--- src/rtl/rwt_pkg.sv ---
package rwt_pkg;
  // True when a register tag lies inside the tracked physical space.
  function automatic logic tag_tracked(input int tag, input int nreg);
    return (tag >= 0) && (tag < nreg);
  endfunction

  // A source stops waiting when any readiness path covers it.
  function automatic logic src_satisfied(input logic given_rdy, input logic out_of_range,
                                         input logic sb_rdy, input logic same_cycle_cmp);
    return given_rdy | out_of_range | sb_rdy | same_cycle_cmp;
  endfunction
endpackage

--- src/rtl/rwt_scoreboard.sv ---
module rwt_scoreboard #(
  parameter int NREG  = 32,
  parameter int TAG_W = 6,
  parameter int NDST  = 1
) (
  input  logic                  clk,
  input  logic                  rst_n,
  input  logic                  set_vld,
  input  logic [TAG_W-1:0]      set_tag,
  input  logic [NDST-1:0]       clr_vld,
  input  logic [NDST*TAG_W-1:0] clr_tags,
  output logic [NREG-1:0]       sb_q
);
  logic [NREG-1:0] sb_d;
  logic [NREG-1:0] set_hit;
  logic [NREG-1:0] clr_hit;

  always_comb begin
    set_hit = '0;
    clr_hit = '0;
    for (int r = 0; r < NREG; r++) begin
      if (set_vld && set_tag == TAG_W'(r)) set_hit[r] = 1'b1;
      for (int d = 0; d < NDST; d++)
        if (clr_vld[d] && clr_tags[d*TAG_W +: TAG_W] == TAG_W'(r)) clr_hit[r] = 1'b1;
    end
    // A claim takes priority over a same-cycle completion of the register.
    sb_d = (sb_q | set_hit) & ~clr_hit;
  end

  always_ff @(posedge clk) begin
    if (!rst_n) sb_q <= '0;
    else        sb_q <= sb_d;
  end

  for (genvar r = 0; r < NREG; r++) begin : g_sb_chk
    assert_cmp_sets_R3: assert property (@(posedge clk) disable iff (!rst_n)
      (set_vld && set_tag == TAG_W'(r) && !clr_hit[r]) |=> sb_q[r]);
    for (genvar d = 0; d < NDST; d++) begin : g_dst
      // Also covers R10: the claim wins over a completion in the same cycle.
      assert_claim_clears_R2: assert property (@(posedge clk) disable iff (!rst_n)
        (clr_vld[d] && clr_tags[d*TAG_W +: TAG_W] == TAG_W'(r)) |=> !sb_q[r]);
    end
  end
endmodule

--- src/rtl/rwt_entry.sv ---
module rwt_entry #(
  parameter int NSRC  = 2,
  parameter int TAG_W = 6
) (
  input  logic                  clk,
  input  logic                  rst_n,
  input  logic                  load,
  input  logic [NSRC*TAG_W-1:0] load_tags,
  input  logic [NSRC-1:0]       load_rdy,
  input  logic                  kill,
  input  logic                  cmp_vld,
  input  logic [TAG_W-1:0]      cmp_tag,
  output logic                  valid_q,
  output logic [NSRC-1:0]       rdy_q,
  output logic [NSRC*TAG_W-1:0] tags_q,
  output logic [NSRC-1:0]       hit
);
  // A source is hit when it still waits and its tag is being broadcast.
  always_comb begin
    for (int s = 0; s < NSRC; s++)
      hit[s] = valid_q && !rdy_q[s] && cmp_vld && (tags_q[s*TAG_W +: TAG_W] == cmp_tag);
  end

  always_ff @(posedge clk) begin
    if (!rst_n) begin
      valid_q <= 1'b0;
      rdy_q   <= '0;
      tags_q  <= '0;
    end else if (load) begin
      valid_q <= 1'b1;
      rdy_q   <= load_rdy;
      tags_q  <= load_tags;
    end else begin
      if (kill) valid_q <= 1'b0;
      rdy_q <= rdy_q | hit;
    end
  end

  for (genvar s = 0; s < NSRC; s++) begin : g_src_chk
    assert_hit_marks_ready_R4: assert property (@(posedge clk) disable iff (!rst_n)
      (hit[s] && !load) |=> rdy_q[s]);
  end
  assert_kill_drops_R8: assert property (@(posedge clk) disable iff (!rst_n)
    (kill && !load) |=> !valid_q);
  assert_load_sets_R11: assert property (@(posedge clk) disable iff (!rst_n)
    load |=> valid_q);
endmodule

--- src/rtl/reg_wakeup_tracker.sv ---
module reg_wakeup_tracker
  import rwt_pkg::*;
#(
  parameter int INT_REGS = 24,
  parameter int FP_REGS  = 8,
  parameter int TAG_W    = 6,
  parameter int ENTRIES  = 8,
  parameter int NSRC     = 2,
  parameter int NDST     = 1,
  localparam int IDX_W   = (ENTRIES > 1) ? $clog2(ENTRIES) : 1
) (
  input  logic                  clk,
  input  logic                  rst_n,
  input  logic                  ins_vld,
  input  logic [IDX_W-1:0]      ins_idx,
  input  logic [NSRC*TAG_W-1:0] ins_src_tag,
  input  logic [NSRC-1:0]       ins_src_rdy,
  input  logic [NDST-1:0]       ins_dst_vld,
  input  logic [NDST*TAG_W-1:0] ins_dst_tag,
  input  logic                  cmp_vld,
  input  logic [TAG_W-1:0]      cmp_tag,
  input  logic [ENTRIES-1:0]    sq_mask,
  output logic [ENTRIES-1:0]    ready_vec,
  output logic [ENTRIES-1:0]    wake_vec,
  output logic                  claim_err
);
  localparam int NREG = INT_REGS + FP_REGS;

  logic [NREG-1:0]                       sb_q;
  logic [NSRC-1:0]                       res_rdy;
  logic [NDST-1:0]                       clr_vld;
  logic [NDST-1:0]                       dst_conflict;
  logic [ENTRIES-1:0]                    ent_load;
  logic [ENTRIES-1:0]                    ent_vld;
  logic [ENTRIES-1:0][NSRC-1:0]          ent_rdy;
  logic [ENTRIES-1:0][NSRC-1:0]          ent_hit;
  logic [ENTRIES-1:0][NSRC*TAG_W-1:0]    ent_tags;

  // Resolve each incoming source against the scoreboard and the live broadcast.
  always_comb begin
    logic [TAG_W-1:0] t;
    logic             sb_bit;
    for (int s = 0; s < NSRC; s++) begin
      t      = ins_src_tag[s*TAG_W +: TAG_W];
      sb_bit = 1'b0;
      for (int r = 0; r < NREG; r++)
        if (t == TAG_W'(r) && sb_q[r]) sb_bit = 1'b1;
      res_rdy[s] = src_satisfied(ins_src_rdy[s], !tag_tracked(int'(t), NREG), sb_bit,
                                 cmp_vld && (cmp_tag == t));
    end
  end

  always_comb begin
    for (int d = 0; d < NDST; d++) clr_vld[d] = ins_vld && ins_dst_vld[d];
  end

  rwt_scoreboard #(.NREG(NREG), .TAG_W(TAG_W), .NDST(NDST)) i_sb (
    .clk      (clk),
    .rst_n    (rst_n),
    .set_vld  (cmp_vld),
    .set_tag  (cmp_tag),
    .clr_vld  (clr_vld),
    .clr_tags (ins_dst_tag),
    .sb_q     (sb_q)
  );

  for (genvar e = 0; e < ENTRIES; e++) begin : g_ent
    assign ent_load[e] = ins_vld && (ins_idx == IDX_W'(e));

    rwt_entry #(.NSRC(NSRC), .TAG_W(TAG_W)) i_ent (
      .clk       (clk),
      .rst_n     (rst_n),
      .load      (ent_load[e]),
      .load_tags (ins_src_tag),
      .load_rdy  (res_rdy),
      .kill      (sq_mask[e]),
      .cmp_vld   (cmp_vld),
      .cmp_tag   (cmp_tag),
      .valid_q   (ent_vld[e]),
      .rdy_q     (ent_rdy[e]),
      .tags_q    (ent_tags[e]),
      .hit       (ent_hit[e])
    );

    assign ready_vec[e] = ent_vld[e] && (&ent_rdy[e]);
    assign wake_vec[e]  = ent_vld[e] && !(&ent_rdy[e]) && (&(ent_rdy[e] | ent_hit[e]))
                          && !sq_mask[e] && !ent_load[e];

    assert_wake_then_ready_R4: assert property (@(posedge clk) disable iff (!rst_n)
      wake_vec[e] |=> ready_vec[e]);
    assert_squash_clears_R8: assert property (@(posedge clk) disable iff (!rst_n)
      (sq_mask[e] && !ent_load[e]) |=> !ready_vec[e]);
    assert_insert_resolved_R5: assert property (@(posedge clk) disable iff (!rst_n)
      (ent_load[e] && (&res_rdy)) |=> ready_vec[e]);
  end

  // A claimed register must have no surviving waiters.
  always_comb begin
    logic [TAG_W-1:0] dt;
    dst_conflict = '0;
    for (int d = 0; d < NDST; d++) begin
      dt = ins_dst_tag[d*TAG_W +: TAG_W];
      for (int e = 0; e < ENTRIES; e++)
        for (int s = 0; s < NSRC; s++)
          if (ent_vld[e] && !ent_rdy[e][s] && !sq_mask[e] && !ent_load[e] &&
              ent_tags[e][s*TAG_W +: TAG_W] == dt && !(cmp_vld && cmp_tag == dt) &&
              tag_tracked(int'(dt), NREG))
            dst_conflict[d] = 1'b1;
    end
  end

  assign claim_err = |(clr_vld & dst_conflict);

  assert_err_needs_claim_R7: assert property (@(posedge clk) disable iff (!rst_n)
    claim_err |-> (ins_vld && (|ins_dst_vld)));
endmodule

--- config.mk ---
export PLATFORM = sky130hd
export DESIGN_NAME = reg_wakeup_tracker
export DESIGN_NICKNAME = d
export VERILOG_FILES = /design/src/rtl/rwt_pkg.sv /design/src/rtl/rwt_scoreboard.sv /design/src/rtl/rwt_entry.sv /design/src/rtl/reg_wakeup_tracker.sv
export SDC_FILE = /design/constraint.sdc
export NUM_CORES = 1
export LEC_CHECK = 0
export BUFFER_PORTS_ARGS = -buffer_cell sky130_fd_sc_hd__buf_2
export CORE_ASPECT_RATIO = 1.1
export CORE_MARGIN = 8
export CORE_UTILIZATION = 25
export CTS_BUF_LIST = sky130_fd_sc_hd__clkbuf_2 sky130_fd_sc_hd__clkbuf_4 sky130_fd_sc_hd__clkbuf_8
export DETAILED_ROUTE_END_ITERATION = 12
export GPL_TIMING_DRIVEN = 0
export HOLD_SLACK_MARGIN = 0.15
export PLACE_DENSITY_LB_ADDON = 0.12
export SLEW_MARGIN = 20
export SYNTH_ARGS = -nofsm -noshare
export SYNTH_HDL_FRONTEND = slang
export SYNTH_SLANG_ARGS = --single-unit
--- constraint.sdc ---
create_clock -name clk -period 2.6 [get_ports clk]
set_clock_uncertainty 0.2 [all_clocks]
set_input_delay 0.39 -clock clk [delete_from_list [all_inputs] [get_ports clk]]
set_output_delay 0.39 -clock clk [all_outputs]
set_load 0.02 [all_outputs]
==> summary.md, run 1 <==
| Metric | Value |
|---|---|
| Syn_area_per_cell | 7.68 um^2 |
| WP data required | 2.01 ns |
| Final ANT Viol Nets | 0 |
| Worst path slowest cell | a211oi_4 |
| Placed Instances | 1726 |
| Clk pwr share | 0.376 |
| Final #Nets | 1312 |
| Synth warn | 0 |
| Initial antenna violation count | 1 |
| PortBufs | 40 |
| Synth area leaders | dfxtp_1 33%, xor2_1 11%, nand2_1 9.6% |
| Routed WL per cell | ~23 um |
| Final non-filler cell total | between 1500 and 2000 |
| Peak supply drop | about 0.33 mV |
| Clk slew on worst S/H paths | approximately 0.09 ns |
| Failing checks | negative setup slack |
| Slew HR | 0.282 |
| Clk_lat worst skew | 0.50 ns |
| Worst Tran Pin Value | 1.08 ns |
| Storage element area | 0.00307 mm^2 |
| Startpoint Class | flop |
| RD Place Congestion | 0.816 |
| HPWL Detailed | 28.9 mm |
| # diodes | 0 |
| Gate power share | 0.168 |
| Final period util | 1.17 |
| Flop pwr share | 0.456 |
| Io pins | 59 |
| Register-to-register setup slack | 0.08 ns |
| Vias in the first global route | 8623 |
| Switching portion of total power | 0.316 |
| First DRT Iteration DRCs | 741 |
| Hold WS | 0.280 ns |
| Largest area contributor in the netlist | dfxtp_1 |
| Drt pass-1 iters | 5 |
| Crit. End Element | output port |
| Multi-input logic area | 0.00601 mm^2 |
| Post-layout util | 0.306 |
| RSZ-0062 raised after global routing | true |
| # H-tree levels | 4 |
| Setup violators final | 3 |
| Drt drc | 0 |
| Cells after Synth | 1199 |
| Crit path max fanout | 3 |
| RR Startpoint | i_sb.sb_q[2]$_SDFF_PN0_ |
| Global-route wire length before repair | approximately 60 mm |
| Die Ht | ~220 um |
| Min cycle time layout | 3.03 ns |
| Core footprint | 0.0363 mm^2 |
| Sink Count | 152 |
| Synth unique cells | 56 |
| Fill count | ~4000 |
| WP buf/inv | 1 |
| Cell area after synthesis | 0.00921 mm^2 |
| Int Power | 3.64 mW |
| Worst min path class | flop to flop |
| Die area | 0.0432 mm^2 |
| Status | complete, but fails checks |
| Kind of critical path | flop to output port |
| Hold_sp | g_ent[5].i_ent.tags_q[0]$_SDFFE_PN0P_ |
| Pin count of the biggest net entering global routing | 17 |
| Top FF cell, synth | dfxtp_1 |
| Setup TNS | -0.469 ns |
| Routed WL | around 42 mm |
| CP Data Arrival Time | 2.44 ns |
| Flops & latches, synth | around 150 |
| Area grow syn2layout | 20.3% |
| Register area share after synthesis | 0.330 |
| Post-synth EDFFs | 0 |
| Final hold vios | 0 |
| Die width | a little under 200 um |
| Global route total overflow | 0 |
| Vias after detailed routing | slightly below 9000 |
| Vias per inst | 5.05 |
| Initial Util | 0.254 |
| Final Max Slew Viols | 0 |
| Max stage delay on crit path | 0.42 ns |
| Post-synth top area share | 0.330 |
| Max Clk Rate | between 0.3 and 0.4 GHz |
| Fraction of layout cells with a size suffix above 1 | 0.163 |
| Cts bufs inserted | 17 |
| Syn_nets | 1241 |
| Num rows | 73 |
| Max-cap violations | 0 |
| CP cell instances | xor2_1 > nor3b_1 > nand4_1 > a211oi_4 > nor4_4 > a211oi_2 > buf_4 |
| Crit path max-delay family | compound AO/OA/AOI/OAI gates |
| Overall Global Routing Usage | 0.190 |
| Psw | 1.68 mW |
| Pleak | 3.91 nW |
| Clock root buffer | clkbuf_8 |
| Final WS setup | -0.434 ns |
| TritonCTS clock tree | built |
| Pwr dens | approximately 480 mW/mm^2 |
| Worst setup startpoint | g_ent[6].i_ent.tags_q[11]$_SDFFE_PN0P_ |
| Post-synth ARST share | 0 |
| Clock tree buffer depth | 2 |
[power groups by stage]
stage | Clock [mW] | Combinational (mW) | Sequential (mW)
CTS | 2.05 | 0.867 | 2.43
global placement | 0 | 0.819 | 2.48
detailed placement | 0 | 0.815 | 2.48
finish | 2.00 | 0.892 | 2.43
global route | 2.13 | 0.947 | 2.43
floorplan | 0 | 0.506 | 2.46
[cells by family (layout without fill, tap and decap cells)]
logic type / after synthesis / after routing / synth area share
simple gates: 507 / 507 / 0.265
compound gates: 218 / 218 / 0.139
xor+xnor: 208 / 208 / 0.198
flops: 152 / 152 / 0.330
buf+inv: 104 / 187 / 0.0538
mux: 10 / 10 / 0.0132
[path summary, 6_finish.rpt]
kind	to	depth (start not counted)
hold / removal	g_ent[5].i_ent.tags_q[0]$_SDFFE_PN0P_	2
setup / recovery	claim_err	7
hold reg to reg	g_ent[5].i_ent.tags_q[0]$_SDFFE_PN0P_	2
setup reg to reg	g_ent[3].i_ent.rdy_q[0]$_SDFF_PN0_	6
[registers in the layout, indices dropped and copies added, names as in the netlist]
name / count
g_ent.i_ent.tags_q: 96
i_sb.sb_q: 32
g_ent.i_ent.rdy_q: 16
g_ent.i_ent.valid_q: 8
[placed cells by master (no fill, tap or decap), types with 5 or more instances in the layout]
cell type / n
a211oi_1: 5
a211oi_2: 6
a21oi_1: 151
a31oi_1: 7
a41oi_1: 6
a41oi_2: 11
and3_1: 12
buf_1: 9
buf_2: 47
buf_4: 21
buf_6: 20
clkbuf_1: 33
clkbuf_2: 6
clkbuf_8: 18
dfxtp_1: 130
dfxtp_2: 21
dlygate4sd3_1: 8
inv_1: 6
mux2i_1: 5
nand2_1: 234
nand2b_1: 10
nand3_1: 14
nand4_1: 22
nor2_1: 59
nor2b_1: 18
nor3_1: 58
nor3b_1: 18
nor4_1: 8
nor4_2: 13
o21a_1: 5
xnor2_1: 90
xor2_1: 118
[worst reg2reg max path, stage by stage, from the launching register on]
cell and delay [ns]:
dfxtp_1 0.35, mux2_2 0.27, a221oi_1 0.35, o221ai_1 0.18, a211oi_1 0.42, o211ai_4 0.32
o211a_1 0.31
[per-stage QoR]
stage               cell area (um^2)  worst slack [ns]  power [mW]
global placement               10000             -1.13        3.30
finish                         11100            -0.434        5.32
floorplan                       9240            0.0744        2.97
global route                   11100            -0.505        5.51
CTS                            10900            -0.471        5.34
detailed placement             10000             -1.10        3.29
[final cells by class]
| type | count | share of cell area |
|---|---|---|
| multi-input combinational | 943 | 0.542 |
| buffer | 96 | 0.0539 |
| inverter | 7 | 0.00237 |
| sequential | 152 | 0.277 |
| timing repair buffer | 53 | 0.0322 |
| clock buffer | 19 | 0.0230 |
| tap | 487 | 0.0550 |
| clock inverter | 12 | 0.0138 |
[synthesized netlist by cell type, types with 3 or more instances]
library cell,number
nand3b_1,4
o21a_1,5
a22oi_1,4
xor2_1,118
dfxtp_1,152
nor4_1,24
mux2_2,3
xnor2_1,90
clkbuf_1,42
nor3_1,63
buf_4,4
and4_1,3
a31oi_1,7
nor2_1,59
nand4_1,22
nor3b_1,19
nand2_1,236
a21oi_1,151
inv_1,6
buf_2,30
o21ai_0,4
nor4b_1,6
a211oi_1,13
mux2i_1,5
and2_1,4
nand2b_1,10
nand4b_1,3
and3_1,12
buf_6,7
buf_1,14
o211a_1,3
a41oi_1,17
nor2b_1,18
nand3_1,14
[layer usage]
layer,global-route usage,up-vias,part of all wire
li1,-,4240,-
met1,0.251,4412,0.45
met2,0.314,226,0.48
met3,0.0313,46,0.046
met4,0.0574,2,0.022
met5,0,-,0.00031
[timing repair]
action | 4_1_cts | 5_1_grt
hold buffers | 8 | 0
hold endpoints to repair | 8 | 0
resized for setup | 91 | 49
setup buffers | 2 | 3
pin swaps | 25 | 23
setup endpoints to repair | 25 | 19
(Power assumes the default switching activity.)
==> run 2: changes to the inputs <==
--- a/config.mk
+++ b/config.mk
@@ -6,6 +6,8 @@
 export NUM_CORES = 1
 export LEC_CHECK = 0
 export BUFFER_PORTS_ARGS = -buffer_cell sky130_fd_sc_hd__buf_2
+export CELL_PAD_IN_SITES_DETAIL_PLACEMENT = 1
+export CELL_PAD_IN_SITES_GLOBAL_PLACEMENT = 2
 export CORE_ASPECT_RATIO = 1.1
 export CORE_MARGIN = 8
 export CORE_UTILIZATION = 25
==> summary.md, run 2 (same netlist as run 1, synthesis figures left out) <==
| Metric | Value |
|---|---|
| Global-route wire length before repair | 65.7 mm |
| Clk slew on worst S/H paths | about 0.11 ns |
| Pwr dens | 497 mW/mm^2 |
| Initial antenna violation count | 0 |
| Routed WL | roughly 45 mm |
| Kind of critical path | flop to output port |
| Pin count of the biggest net entering global routing | 17 |
| Worst reg2reg path depth | 7 |
| Fraction of layout cells with a size suffix above 1 | 0.165 |
| Drt drc | 0 |
| First DRT Iteration DRCs | 581 |
| Startpoint Class | flop |
| CP Data Arrival Time | 2.42 ns |
| Min cycle time layout | 3.01 ns |
| Final ANT Viol Nets | 0 |
| RD Place Congestion | 0.817 |
| Max Clk Rate | 0.333 GHz |
| Failing checks | negative setup slack |
| RSZ-0062 raised after global routing | true |
| Pleak | between 3 and 4 nW |
| Routed WL per cell | around 26 um |
| Most frequent cells in the layout | 236 x nand2_1, 151 x a21oi_1, 128 x dfxtp_1 |
| Reg with most FFs | g_ent.i_ent.tags_q |
| Peak supply drop | 0.312 mV |
| Initial Util | 0.254 |
| Crit path max fanout | 3 |
| Clock tree buffer depth | 2 |
| Core footprint | 0.0363 mm^2 |
| Die width | 199 um |
| HPWL Detailed | 31.4 mm |
| Clk_lat worst skew | 0.51 ns |
| Placed Instances | 1727 |
| Worst setup startpoint | g_ent[6].i_ent.tags_q[2]$_SDFFE_PN0P_ |
| Final #Nets | 1310 |
| Final period util | 1.16 |
| Vias after detailed routing | roughly 9000 |
| RR Startpoint | i_sb.sb_q[5]$_SDFF_PN0_ |
| PortBufs | 40 |
| Io pins | 59 |
| WP data required | 2.01 ns |
| Slew HR | 0.247 |
| Num rows | 73 |
| Cts bufs inserted | 17 |
| Area grow syn2layout | 20.7% |
| # diodes | 0 |
| Final hold vios | 0 |
| Overall Global Routing Usage | 0.211 |
| Crit. End Element | output port |
| Vias in the first global route | 9337 |
| Max-cap violations | 0 |
| Largest regs | g_ent.i_ent.tags_q x96, i_sb.sb_q x32, g_ent.i_ent.rdy_q x16 |
| Final instance area | 0.0111 mm^2 |
| TritonCTS clock tree | built |
| Status | complete, but fails checks |
| Pre-CTS setup slack | -1.14 ns |
| Max FFs per register | 96 |
| Sink Count | 152 |
| Worst Tran Pin Value | roughly 1.1 ns |
| # H-tree levels | 4 |
| Post-DP Area | 0.0101 mm^2 |
| Clock root buffer | clkbuf_8 |
| Die area | approximately 0.043 mm^2 |
| Global route total overflow | 0 |
| Fill count | 4385 |
| Final Max Slew Viols | 0 |
| Critical path endpoint | claim_err |
| Setup violators final | 6 |
| Drt pass-1 iters | 5 |
| Vias per inst | 5.11 |
| Worst min path class | input port to flop |
| R2R Path End | g_ent[0].i_ent.rdy_q[1]$_SDFF_PN0_ |
| Final non-filler cell total | roughly 1800 |
| Register-to-register setup slack | 0.10 ns |
| Die Ht | 217 um |
| Commonest non-fill, non-tap cell in the layout | nand2_1 |
| Overall Power | ~5.5 mW |
| Final WS setup | -0.406 ns |
-- run 2: worst min-delay path by stage --
stage,from,endpoint,slack (ns),cells after the start
final,rst_n,g_ent[3].i_ent.rdy_q[1]$_SDFF_PN0_,0.22,3
after global routing,rst_n,g_ent[1].i_ent.rdy_q[1]$_SDFF_PN0_,0.21,3
after CTS,rst_n,g_ent[3].i_ent.rdy_q[1]$_SDFF_PN0_,0.21,3
after detailed placement,g_ent[4].i_ent.tags_q[9]$_SDFFE_PN0P_,g_ent[4].i_ent.tags_q[9]$_SDFFE_PN0P_,0.29,2
after global placement,g_ent[4].i_ent.tags_q[1]$_SDFFE_PN0P_,g_ent[4].i_ent.tags_q[1]$_SDFFE_PN0P_,0.28,2
after floorplan,g_ent[0].i_ent.tags_q[11]$_SDFFE_PN0P_,g_ent[0].i_ent.tags_q[11]$_SDFFE_PN0P_,0.27,2
-- run 2: power breakdown --
group	internal, mW	switching, mW	total [mW]
clock network	1.09	1.09	2.18
registers	2.37	0.0557	2.43
logic	0.289	0.621	0.910
-- run 2: final cells by class --
cell class                      instances  area [um^2]  area share
Multi-Input combinational cell        943         6020       0.542
Sequential cell                       152         3080       0.277
Tap cell                              487          609      0.0548
Buffer                                 96          596      0.0536
Timing Repair Buffer                   51          334      0.0301
Clock buffer                           19          255      0.0230
Clock inverter                         13          195      0.0176
Inverter                                7         26.3     0.00236
-- run 2: stage by stage --
stage	utilization	setup TNS (ns)	hold slack (ns)
after floorplan	-	0	0.272
after global placement	0.277	-44.89	0.280
after detailed placement	0.278	-41.52	0.287
after CTS	0.302	-0.901	0.209
after global routing	0.306	-1.44	0.213
final	0.306	-0.716	0.223
-- run 2: layer usage --
metal / vias to the layer above / global-route usage / wire length, um
met5: - / 0 / 0
met4: 0 / 0.0910 / 1770
met3: 73 / 0.0324 / 1440
met2: 198 / 0.358 / 22100
met1: 4546 / 0.261 / 19900
li1: 4222 / - / -
-- run 2: timing repair --
action | CTS | global route
hold buffers | 8 | 0
pin swaps | 31 | 24
endpoints found under the hold margin | 8 | 0
setup buffers | 2 | 0
endpoints found under the setup margin | 27 | 19
resized for setup | 107 | 35
-- run 2: critical path, stage by stage, from the launching register on --
cell	delay, ns
dfxtp_1	0.35
xor2_1	0.16
nor3b_1	0.22
nand4_1	0.18
a211oi_4	0.38
nor4_2	0.09
a211oi_2	0.32
buf_4	0.20
==> run 3: changes to the inputs <==
--- a/config.mk
+++ b/config.mk
@@ -16,7 +16,9 @@
 export GPL_TIMING_DRIVEN = 0
 export HOLD_SLACK_MARGIN = 0.15
 export PLACE_DENSITY_LB_ADDON = 0.12
+export RECOVER_POWER = 25
 export SLEW_MARGIN = 20
 export SYNTH_ARGS = -nofsm -noshare
 export SYNTH_HDL_FRONTEND = slang
+export SYNTH_HIERARCHICAL = 1
 export SYNTH_SLANG_ARGS = --single-unit
==> summary.md, run 3 <==
| Metric | Value |
|---|---|
| Status | complete, but fails checks |
| Failing checks | negative setup slack |
| Core footprint | 0.0382 mm^2 |
| Max-cap violations | 0 |
| RR Startpoint | g_ent[3].i_ent/tags_q[4]$_SDFFE_PN0P_ |
| Syn_area_per_cell | 9.31 um^2 |
| Pin count of the biggest net entering global routing | 62 |
| Pwr dens | 435 mW/mm^2 |
| Met1 Routed Length | 20.0 mm |
| Global route total overflow | 0 |
| Most frequent cells in the layout | 121 x dfxtp_1, 111 x nor2b_1, 111 x xor2_1 |
| Top Layer Used | met4 |
| Mux share of post-synthesis cell area | 0.117 |
| Main combinational cell family by area after synthesis | simple AND/OR/NAND/NOR gates |
| Global-route wire length before repair | around 60 mm |
| Peak supply drop | between 0.3 and 0.4 mV |
| Final WS setup | -0.327 ns |
| Post-synth ARST share | 0 |
| WP data required | 2.01 ns |
| Most frequent cell after synthesis | dfxtp_1 |
| Hold Path Cell Cnt | 3 |
| Max FFs per register | 96 |
| Pleak | 4.09 nW |
| Commonest cells post-synth | 152 x dfxtp_1, 111 x nor2b_1, 111 x xor2_1, 105 x mux2i_1, 97 x xnor2_1 |
| Crit. End Element | output port |
| Xor/xnor cell area share of the yosys netlist | 0.188 |
| Post-synth top area share | 0.313 |
| Syn_nets | 1085 |
| Final ANT Viol Nets | 0 |
| Sink Count | roughly 150 |
| Final hold vios | 0 |
| TritonCTS clock tree | built |
| Register-to-register setup slack | 0.06 ns |
| Cell area after synthesis | 0.00971 mm^2 |
| Synth warn | 6 |
| Clk_lat worst skew | approximately 0.48 ns |
| Drt drc | 0 |
| Routed WL per cell | 24.9 um |
| DR WL met2 | 20.0 mm |
| Vias after detailed routing | 8268 |
| DR WL met3 | just over 800 um |
| Final Max Slew Viols | 0 |
| Die Ht | between 200 and 250 um |
| Initial antenna violation count | 0 |
| Post-layout util | 0.310 |
| Drt pass-1 iters | 4 |
| Post-DP Area | between 0.01 and 0.015 mm^2 |
| Storage element area | 0.00309 mm^2 |
| Hold Crit Endpoint | g_ent[4].i_ent/tags_q[7]$_SDFFE_PN0P_ |
| Startpoint Class | input port |
| Kind of critical path | input port to output port |
| Overall Global Routing Usage | 0.184 |
| RSZ-0062 raised after global routing | true |
| Worst min path class | input port to flop |
| Crit path max fanout | 21 |
| Fill count | roughly 4400 |
| Post-synth EDFFs | 0 |
| Clock tree buffer depth | 2 |
| Worst Tran Pin Value | 1.37 ns |
| Area grow syn2layout | 21.8% |
| R2R Path End | g_ent[3].i_ent/rdy_q[0]$_SDFF_PN0_ |
| Clk slew on worst S/H paths | 0.09 ns |
| Final instance area | between 0.01 and 0.015 mm^2 |
| Synth area leaders | dfxtp_1 31%, mux2i_1 11%, xor2_1 10% |
| Reg with most FFs | g_ent.i_ent/tags_q |
| Commonest non-fill, non-tap cell in the layout | dfxtp_1 |
| Post-synthesis compound-gate area fraction | 0.107 |
| Cells after Synth | 1043 |
| Hold WS | roughly 0.21 ns |
| Worst reg2reg path depth | 14 |
| PortBufs | 58 |
| # diodes | 0 |
| Initial Util | 0.254 |
| Final period util | 1.13 |
| Pre-CTS setup slack | -0.967 ns |
| Synth unique cells | 71 |
| Vias per inst | 4.92 |
| Fraction of layout cells with a size suffix above 1 | 0.216 |
| Vias in the first global route | 9009 |
| Largest regs | g_ent.i_ent/tags_q x96, i_sb/sb_q x32, g_ent.i_ent/rdy_q x16 |
| Multi-input logic area | 0.00655 mm^2 |
| Post-Synth Simple-Gate Area | 0.234 |
| HPWL Detailed | between 20 and 30 mm |
| # H-tree levels | 4 |
| Top FF cell, synth | dfxtp_1 |
| Clock root buffer | clkbuf_8 |
| Largest area contributor in the netlist | dfxtp_1 |
| Min cycle time layout | 2.93 ns |
| Cts bufs inserted | 17 |
| Overall Power | about 5.1 mW |
| CP Data Arrival Time | around 2.3 ns |
| Num rows | 75 |
| Hold_sp | ins_src_tag[7] |
| Synth Area in Adders | 0 |
| Io pins | 59 |
| Final #Nets | ~1200 |
| Max Clk Rate | 0.342 GHz |
| First DRT Iteration DRCs | about 340 |
| RD Place Congestion | 0.750 |
| Setup violators final | 9 |
| Register area share after synthesis | 0.313 |
| Die width | 204 um |
| Routed WL | between 40 and 50 mm |
| Flops & latches, synth | ~150 |
| Slew HR | 0.0838 |
| Die area | 0.0454 mm^2 |
## run 3: cell count changes in the layout (fill, tap and decap cells not counted), sizes merged, moves of 16 or more
cell,delta
mux2i,+100
nor2,-17
buf,+31
a41oi,-17
nor2b,+92
nand2b,+16
nor3,-28
a21oi,-133
o221a,+32
nand2,-204
## run 3: worst max path at each step
stage               depth (start not counted)                              startpoint                                 end  slack (ns)
floorplan                                   7                              cmp_tag[4]                         wake_vec[0]        0.14
global placement                           11                          ins_src_tag[0]  g_ent[6].i_ent/rdy_q[0]$_SDFF_PN0_       -1.52
detailed placement                          8                              cmp_tag[4]                         wake_vec[2]       -0.97
CTS                                         7   g_ent[2].i_ent/tags_q[9]$_SDFFE_PN0P_                         wake_vec[2]       -0.39
global route                                7  g_ent[2].i_ent/tags_q[10]$_SDFFE_PN0P_                         wake_vec[2]       -0.42
finish                                      8                              cmp_tag[4]                         wake_vec[2]       -0.33
## run 3: repair_timing
item / CTS / global route
buffers inserted: 31 / 7
setup endpoints to repair: 25 / 17
hold buffers: 12 / 0
endpoints found under the hold margin: 40 / 0
pin swaps: 51 / 27
resized for setup: 93 / 38
## run 3: final cells by class
type | count | area share
plain buffers | 63 | 0.0371
clock buffers | 24 | 0.0263
clock inverters | 4 | 0.00381
inverters | 1 | 0.000317
multi-input cells | 827 | 0.554
flip-flops and latches | 152 | 0.261
well taps | 500 | 0.0529
repair buffers | 108 | 0.0645
## run 3: stage by stage
step,TNS (ns),cells
after global routing,-2.45,1679
after floorplan,0,1043
after CTS,-1.83,1673
final,-1.17,1679
after global placement,-24.26,1601
after detailed placement,-18.41,1602
## run 3: worst max-delay path, cell delays in order
cell and delay [ns]:
buf_4 0.44, xor2_1 0.15, nor4_2 0.34, and4_1 0.26, o22ai_1 0.08, a21oi_1 0.17
nor4bb_4 0.27, buf_4 0.20
## run 3: logic make-up (layout without fill, tap and decap cells)
family	after synthesis	in the layout
AOI/OAI and AO/OA	126	126
xor gates and xnor gates	208	208
buffers and inverters	64	200
DFF	152	152
muxes	111	111
and+or+nand+nor	382	382
## run 3: power breakdown
group	switching, mW	internal, mW
sequential	0.0579	2.37
combinational	0.574	0.353
clock	0.926	0.865
## run 3: metal layers
metal  global-route usage  up-vias
met2                0.308      112
li1                     -     3985
met5                    0        -
met4               0.0609        0
met3               0.0218       42
met1                0.242     4129
